### src/rtl/bsa_pkg.sv
package bsa_pkg;

    localparam int DATA_W  = 16;
    localparam int NUM_GRP = 5;

    // Width of group idx, least significant group first.
    // The widths grow upward to match the carry arrival time.
    function automatic int grp_width(input int idx);
        case (idx)
            0:       return 2;
            1:       return 2;
            2:       return 3;
            3:       return 4;
            default: return 5;
        endcase
    endfunction

    // Bit position of the lowest bit of group idx.
    function automatic int grp_base(input int idx);
        int acc;
        acc = 0;
        for (int k = 0; k < idx; k++) begin
            acc += grp_width(k);
        end
        return acc;
    endfunction

    // Registered result of the adder: sum and carry-out.
    typedef struct packed {
        logic [DATA_W-1:0] sum;
        logic              carry;
    } bsa_result_t;

endpackage

### src/rtl/bsa_ripple.sv
// N-bit ripple-carry adder.
// With cin tied to 0, bit 0 reduces to a half adder, so a 2-bit group
// becomes one half adder plus one full adder.
module bsa_ripple #(
    parameter int N = 2
) (
    input  logic [N-1:0] a,
    input  logic [N-1:0] b,
    input  logic         cin,
    output logic [N-1:0] s,
    output logic         co
);

    logic [N:0] chain;

    assign chain[0] = cin;

    for (genvar k = 0; k < N; k++) begin : g_bit
        logic prop;
        assign prop         = a[k] ^ b[k];
        assign s[k]         = prop ^ chain[k];
        assign chain[k+1]   = (a[k] & b[k]) | (chain[k] & prop);
    end

    assign co = chain[N];

    // The bit-level chain must agree with an arithmetic add.
    always_comb begin
        AST_RIPPLE_SUM: assert ({co, s} == ({1'b0, a} + {1'b0, b} + {{N{1'b0}}, cin}));
    end

endmodule

### src/rtl/bsa_incr.sv
// M-bit excess-one converter: adds one using a prefix AND and an XOR per bit.
module bsa_incr #(
    parameter int M = 3
) (
    input  logic [M-1:0] din,
    output logic [M-1:0] dout
);

    logic [M:0] all_ones_below;

    assign all_ones_below[0] = 1'b1;

    for (genvar k = 0; k < M; k++) begin : g_bit
        assign dout[k]             = din[k] ^ all_ones_below[k];
        assign all_ones_below[k+1] = all_ones_below[k] & din[k];
    end

    always_comb begin
        AST_INC_PLUS_ONE: assert (dout == din + 1'b1);
        AST_INC_LSB_INV:  assert (dout[0] == ~din[0]);
    end

endmodule

### src/rtl/bsa_group.sv
// One select group: a ripple sum with carry-in 0, an excess-one copy of it,
// and a multiplexer steered by the carry from the group below.
module bsa_group #(
    parameter int N = 3
) (
    input  logic [N-1:0] a,
    input  logic [N-1:0] b,
    input  logic         csel,
    output logic [N-1:0] s,
    output logic         co
);

    localparam int M = N + 1;

    logic [N-1:0] plain_s;
    logic         plain_co;
    logic [M-1:0] bumped;

    bsa_ripple #(.N(N)) u_rca (
        .a   (a),
        .b   (b),
        .cin (1'b0),
        .s   (plain_s),
        .co  (plain_co)
    );

    bsa_incr #(.M(M)) u_bec (
        .din  ({plain_co, plain_s}),
        .dout (bumped)
    );

    always_comb begin
        if (csel) begin
            {co, s} = bumped;
        end else begin
            {co, s} = {plain_co, plain_s};
        end
    end

    always_comb begin
        if (!csel) begin
            AST_SEL_PLAIN: assert ({co, s} == ({1'b0, a} + {1'b0, b}));
        end else begin
            AST_SEL_BUMP:  assert ({co, s} == ({1'b0, a} + {1'b0, b} + {{N{1'b0}}, 1'b1}));
        end
    end

endmodule

### src/rtl/bec_select_adder.sv
module bec_select_adder
    import bsa_pkg::*;
#(
    parameter bit REG_OUT = 1'b1
) (
    input  logic              clk,
    input  logic              rst_n,
    input  logic [DATA_W-1:0] a_i,
    input  logic [DATA_W-1:0] b_i,
    input  logic              cin_i,
    output logic [DATA_W-1:0] sum_o,
    output logic              cout_o
);

    localparam int LOW_W = grp_width(0);

    // gcarry[g] is the carry entering group g; gcarry[NUM_GRP] is the carry-out.
    logic [NUM_GRP:0]  gcarry;
    logic [DATA_W-1:0] comb_sum;

    assign gcarry[0] = cin_i;

    // Lowest group: plain ripple adder fed by the external carry-in.
    bsa_ripple #(.N(LOW_W)) u_low (
        .a   (a_i[LOW_W-1:0]),
        .b   (b_i[LOW_W-1:0]),
        .cin (gcarry[0]),
        .s   (comb_sum[LOW_W-1:0]),
        .co  (gcarry[1])
    );

    // Select groups above it.
    for (genvar g = 1; g < NUM_GRP; g++) begin : g_sel
        localparam int GW  = grp_width(g);
        localparam int LSB = grp_base(g);
        bsa_group #(.N(GW)) u_grp (
            .a    (a_i[LSB +: GW]),
            .b    (b_i[LSB +: GW]),
            .csel (gcarry[g]),
            .s    (comb_sum[LSB +: GW]),
            .co   (gcarry[g+1])
        );
    end

    // Each group carry must match the carry of the partial sum up to its top bit.
    for (genvar g = 0; g < NUM_GRP; g++) begin : g_bnd
        localparam int HI = grp_base(g) + grp_width(g) - 1;
        logic [HI+1:0] part;
        always_comb begin
            part = {1'b0, a_i[HI:0]} + {1'b0, b_i[HI:0]} + {{(HI+1){1'b0}}, cin_i};
            AST_GROUP_CARRY: assert (gcarry[g+1] == part[HI+1]);
        end
    end

    if (REG_OUT) begin : g_reg
        bsa_result_t res_d, res_q;
        logic        seen_d, seen_q;

        always_comb begin
            res_d.sum   = comb_sum;
            res_d.carry = gcarry[NUM_GRP];
            seen_d      = 1'b1;
        end

        always_ff @(posedge clk or negedge rst_n) begin
            if (!rst_n) begin
                res_q  <= '0;
                seen_q <= 1'b0;
            end else begin
                res_q  <= res_d;
                seen_q <= seen_d;
            end
        end

        assign sum_o  = res_q.sum;
        assign cout_o = res_q.carry;

        AST_REG_RESULT: assert property (@(posedge clk) disable iff (!rst_n)
            seen_q |-> ({cout_o, sum_o} ==
                ({1'b0, $past(a_i)} + {1'b0, $past(b_i)} + {{DATA_W{1'b0}}, $past(cin_i)})));
        AST_RESET_CLEAR: assert property (@(posedge clk)
            !rst_n |=> (sum_o == '0 && !cout_o));
    end else begin : g_comb
        assign sum_o  = comb_sum;
        assign cout_o = gcarry[NUM_GRP];
    end

    // The carry-out must come from the top group's selection.
    always_comb begin
        AST_FULL_SUM: assert ({gcarry[NUM_GRP], comb_sum} ==
            ({1'b0, a_i} + {1'b0, b_i} + {{DATA_W{1'b0}}, cin_i}));
    end

endmodule

### config.mk
export PLATFORM = sky130hd
export DESIGN_NAME = bec_select_adder
export DESIGN_NICKNAME = d
export VERILOG_FILES = /design/src/rtl/bsa_pkg.sv /design/src/rtl/bsa_ripple.sv /design/src/rtl/bsa_incr.sv /design/src/rtl/bsa_group.sv /design/src/rtl/bec_select_adder.sv
export SDC_FILE = /design/constraint.sdc
export NUM_CORES = 1
export LEC_CHECK = 0
export ABC_AREA = 1
export BUFFER_PORTS_ARGS = -buffer_cell sky130_fd_sc_hd__buf_4
export CORE_MARGIN = 3
export CORE_UTILIZATION = 45
export CTS_CLUSTER_DIAMETER = 100
export DETAILED_ROUTE_END_ITERATION = 6
export GPL_ROUTABILITY_DRIVEN = 0
export PLACE_DENSITY = 0.83
export SETUP_SLACK_MARGIN = 0.2
export SYNTH_ARGS = -nofsm -noshare
export SYNTH_HDL_FRONTEND = slang
export SYNTH_HIERARCHICAL = 1
export SYNTH_SLANG_ARGS = --single-unit
### constraint.sdc
create_clock -name clk -period 1.5 [get_ports clk]
set_clock_uncertainty 0.2 [all_clocks]
set_input_delay 0.075 -clock clk [delete_from_list [all_inputs] [get_ports clk]]
set_output_delay 0.075 -clock clk [all_outputs]
set_load 0.02 [all_outputs]
---- Word-level counts from Yosys, hierarchy flattened ----
Cells that the tools add are included.
storage, ports and cells
  register bits after elaboration ......... 17
  output and inout bits ................... 17
  word-level logic and storage cells ...... 106
cells by class
  muxes and demuxes ....................... 8
  bitwise gates (word level) .............. 96
operator list
  kind           number
  $xor A1 B1 Y1  42
  $and A1 B1 Y1  38
  $or A1 B1 Y1   12
  $mux W5        1
  $mux W1        4
  $mux W4        1
  $not A1 Y1     4
  $mux W3        1
  $mux W2        1

---- Longest topological paths before layout ----
  depth in word-level cells ............... 11
  depth in mapped cells ................... 19
  mapped depth without buffers ............ 19

---- Cells and area by module ----
The synthesis kept the hierarchy.
modules (own cells, without submodules)
  module                                 times used  cells an instance  area each (um^2)
  bec_select_adder                       1           17                 425.4
  bsa_ripple (g_sel[1].u_grp.u_rca ...)  2           10                 70.1
  bsa_ripple (g_sel[4].u_grp.u_rca)      1           15                 137.6
  bsa_ripple (g_sel[3].u_grp.u_rca)      1           14                 117.6
  bsa_ripple (g_sel[2].u_grp.u_rca)      1           13                 97.6
  bsa_group (g_sel[4].u_grp)             1           20                 75.1
  bsa_incr (g_sel[4].u_grp.u_bec)        1           10                 72.6
  bsa_group (g_sel[3].u_grp)             1           17                 63.8
  bsa_incr (g_sel[3].u_grp.u_bec)        1           9                  60.1
  bsa_group (g_sel[2].u_grp)             1           14                 52.6
  bsa_incr (g_sel[2].u_grp.u_bec)        1           8                  47.5
  bsa_group (g_sel[1].u_grp)             1           11                 41.3
  bsa_incr (g_sel[1].u_grp.u_bec)        1           7                  35.0

---- Least setup slack after synthesis ----
OpenSTA, ideal clock, no wires.
  kind .................................... input -> register
  start ................................... in a_i[11]
  end ..................................... reg g_reg.res_q, in the netlist cout_o
  setup time .............................. 0.116 ns
  data arrival time ....................... 2.351 ns
  path slack .............................. -1.167 ns
  cell stages on the path ................. 15
  path buffers ............................ 0
  cell sequence ........................... fa_1 inv_1 fa_1 inv_1 fa_1 fa_1 inv_1 fa_1 inv_1 ha_1 inv_1 nand2_1 nand2_1 nand2_1 nand2_1
RTL lines
  item                  RTL line                source
  from (decl)           bec_select_adder.sv:8   input logic [DATA_W-1:0] a_i,
  to (signal assigned)  bec_select_adder.sv:70  res_q <= res_d;
  to (decl)             bec_select_adder.sv:56  bsa_result_t res_d, res_q;

==> impl_metrics.yaml <==
floorplanning:
  dieArea_um2: 3733
  die_x_um: 61.10
  die_h_um: 61.10
  core-area_um2: 2829
  start_util: 0.4830
  rows: 19
  pin_count: 52
cts:
  clock_sinks: 17
  postCtsHoldBufs: 2
  clk_pin_slew_ns: 0.10
  cts-root-buf: "clkbuf_4"
  cts_buffers: 3
  cts_tree: "built"
  clockBufferDepth: 2
  htree_levels: 1
setup_path:
  max_stage_delay_ns: 0.41
  cp.arrival_ns: 2.42
  crit_type: "input port to flip-flop"
  cp_common_cell: "inv_2"
  required_ns: 1.49
  critPathCaptureType: "flip-flop"
  start_kind: "input port"
  critPathMaxFanout: 2
  cp_cell_sequence: "buf_6, fa_2, inv_2, fa_2, inv_2, fa_2, fa_2, inv_2, fa_1, inv_2, ha_4, inv_2, nand2_2, nand2_2, nand2_1, nand2_1"
  cpMaxStageDelayCell: "fa_1"
route:
  route.vias.total: 1250
  drt_pre_antenna_iters: 4
  routed_via_density: 4.371
  avgRoutedWirePerCell_um: 11.16
  wirelength_um: 3191
  ant_nets: 0
  drtIter0Drc: 46
  drc: 0
placed_design:
  dp_hpwl_um: 2196
  pre_cts_slack_ns: -1.276
  numPortBuffers: 51
  post-place-cells: 268
yosys:
  synth_fp_nets: 236
  yosysTopAreaCellShare: 0.3114
  synth-seq-cells: 17
  syn_avg_cell_area_um2: 7.807
  synth_warnings: 6
  yosys-top-cells-area: "dfrtp_1 (31%), fa_1 (23%), nand2_1 (18%)"
  ys_types: 7
  syn_inst: 175
  synth_seq_area_share: 0.3114
  synth_top_area_cell: "dfrtp_1"
  syn_area_um2: 1366
global_routing:
  antenna_found_initial: 0
  grt_first_pass_wirelength_um: 5230
  grt_overflow_total: 0
  grt_max_degree: 18
  grt_pass1_vias: 1347
  grt_use_total: 0.1835
run:
  drv_cap: 0
cells_and_area:
  n_antenna_cell: 0
  layout-drive-gt1-share: 0.5647
  fin_cells: 286
  final_util: 0.7996
  synthToLayoutAreaGrowth_pct: 65.57
  final_nets: 317
outcome:
  outcome: "finished with violations"
  violations: "negative hold slack, negative setup slack"
timing:
  worst_hold_slack_ns: -0.009505
  clock.fmax_mhz: 412.0
  finalSetupViolCount: 14
  drv_slew: 0
  rsz0062_at_grt: "yes"
  fin_ws_ns: -0.9272
  hold_violations: 1
  period_minus_slack_ns: 2.427
  finalCritPeriodShare: 1.618
power_and_ir_drop:
  leakage_nw: 1.294
  vdd_drop_max_mv: 0.5511
  p_per_area_nw_per_um2: 997.6
hold_path:
  hold_path.class: "input port to flip-flop"
## state kept, by name, indices dropped and copies added (netlist names)
register / count
sum_o: 16
cout_o: 1
## path summary, 6_finish.rpt
check                        start  endpoint  slack [ns]  depth (start not counted)
worst max-delay path       a_i[11]    cout_o       -0.93                         16
worst min-delay path        a_i[0]  sum_o[0]       -0.01                          4
max in group asynchronous    rst_n  sum_o[6]        0.37                          3
min in group asynchronous    rst_n    cout_o        0.54                          3
## cell type report
cell class | count | area [um^2]
Multi-Input combinational cell | 96 | 853.3
Timing Repair Buffer | 76 | 658.1
Fill cell | 181 | 566.8
Sequential cell | 17 | 425.4
Inverter | 62 | 260.3
Tap cell | 31 | 38.79
Clock buffer | 4 | 26.28
## timing repair
item / in CTS / in global routing
setup endpoints to repair: 14 / 15
pin swaps: 21 / 12
hold endpoints to repair: 17 / 1
setup buffers: 10 / 2
resized for setup: 28 / 22
## worst max-delay path: cells and delay by family
family	cells	cell delay, ns
adder cells (fa/ha/maj)	6	1.77
buffers and inverters	6	0.37
AND/OR/NAND/NOR	4	0.19
## layer usage
| layer | up-vias | wire length, um | GRT usage |
|---|---|---|---|
| met2 | 30 | 1867 | 0.3610 |
| li1 | 627 | - | - |
| met5 | - | 0 | 0 |
| met4 | 0 | 34 | 0.04334 |
| met1 | 587 | 1148 | 0.2088 |
| met3 | 6 | 141 | 0.01887 |
## report_power, final
part	switching [W]	total (W)	internal [W]
clock	0.000142	0.000245	0.000103
sequential	0.0000422	0.000636	0.000594
combinational	0.000715	0.00137	0.000660
## cell usage after synthesis (all sizes together)
library cell and number:
inv 62, ha 10, fa 16, conb 4, dfrtp 17, nand2 66
## metrics by stage
| stage | setup TNS, ns | total power, W | hold slack [ns] | cell area [um^2] |
|---|---|---|---|---|
| 2_1_floorplan | -9.310 | 0.001281 | -0.4206 | 1476 |
| 3_3_place_gp | -12.75 | 0.001725 | -0.2552 | 1981 |
| 3_5_place_dp | -13.27 | 0.001765 | -0.2558 | 1981 |
| 4_1_cts | -8.542 | 0.002160 | 0.01152 | 2187 |
| 5_1_grt | -10.09 | 0.002459 | -0.004139 | 2262 |
| 6_report | -8.707 | 0.002257 | -0.009505 | 2262 |
## kinds of logic after synthesis
kind of cell,share of synthesized area
flip-flops,0.3114
AND/OR/NAND/NOR,0.1813
buffers and inverters,0.1703
adder cells (fa/ha/maj),0.3260
other,0.01099
## placed cells by master, fill, tap and decap left out, types with 4 or more instances in the layout
cell / count
fa_2: 12
buf_4: 55
nand2_2: 23
buf_6: 16
nand2_1: 42
inv_1: 35
conb_1: 4
inv_2: 23
dfrtp_1: 17
ha_1: 6
ha_4: 4
fa_1: 4
Power figures use the tool's default switching activity.
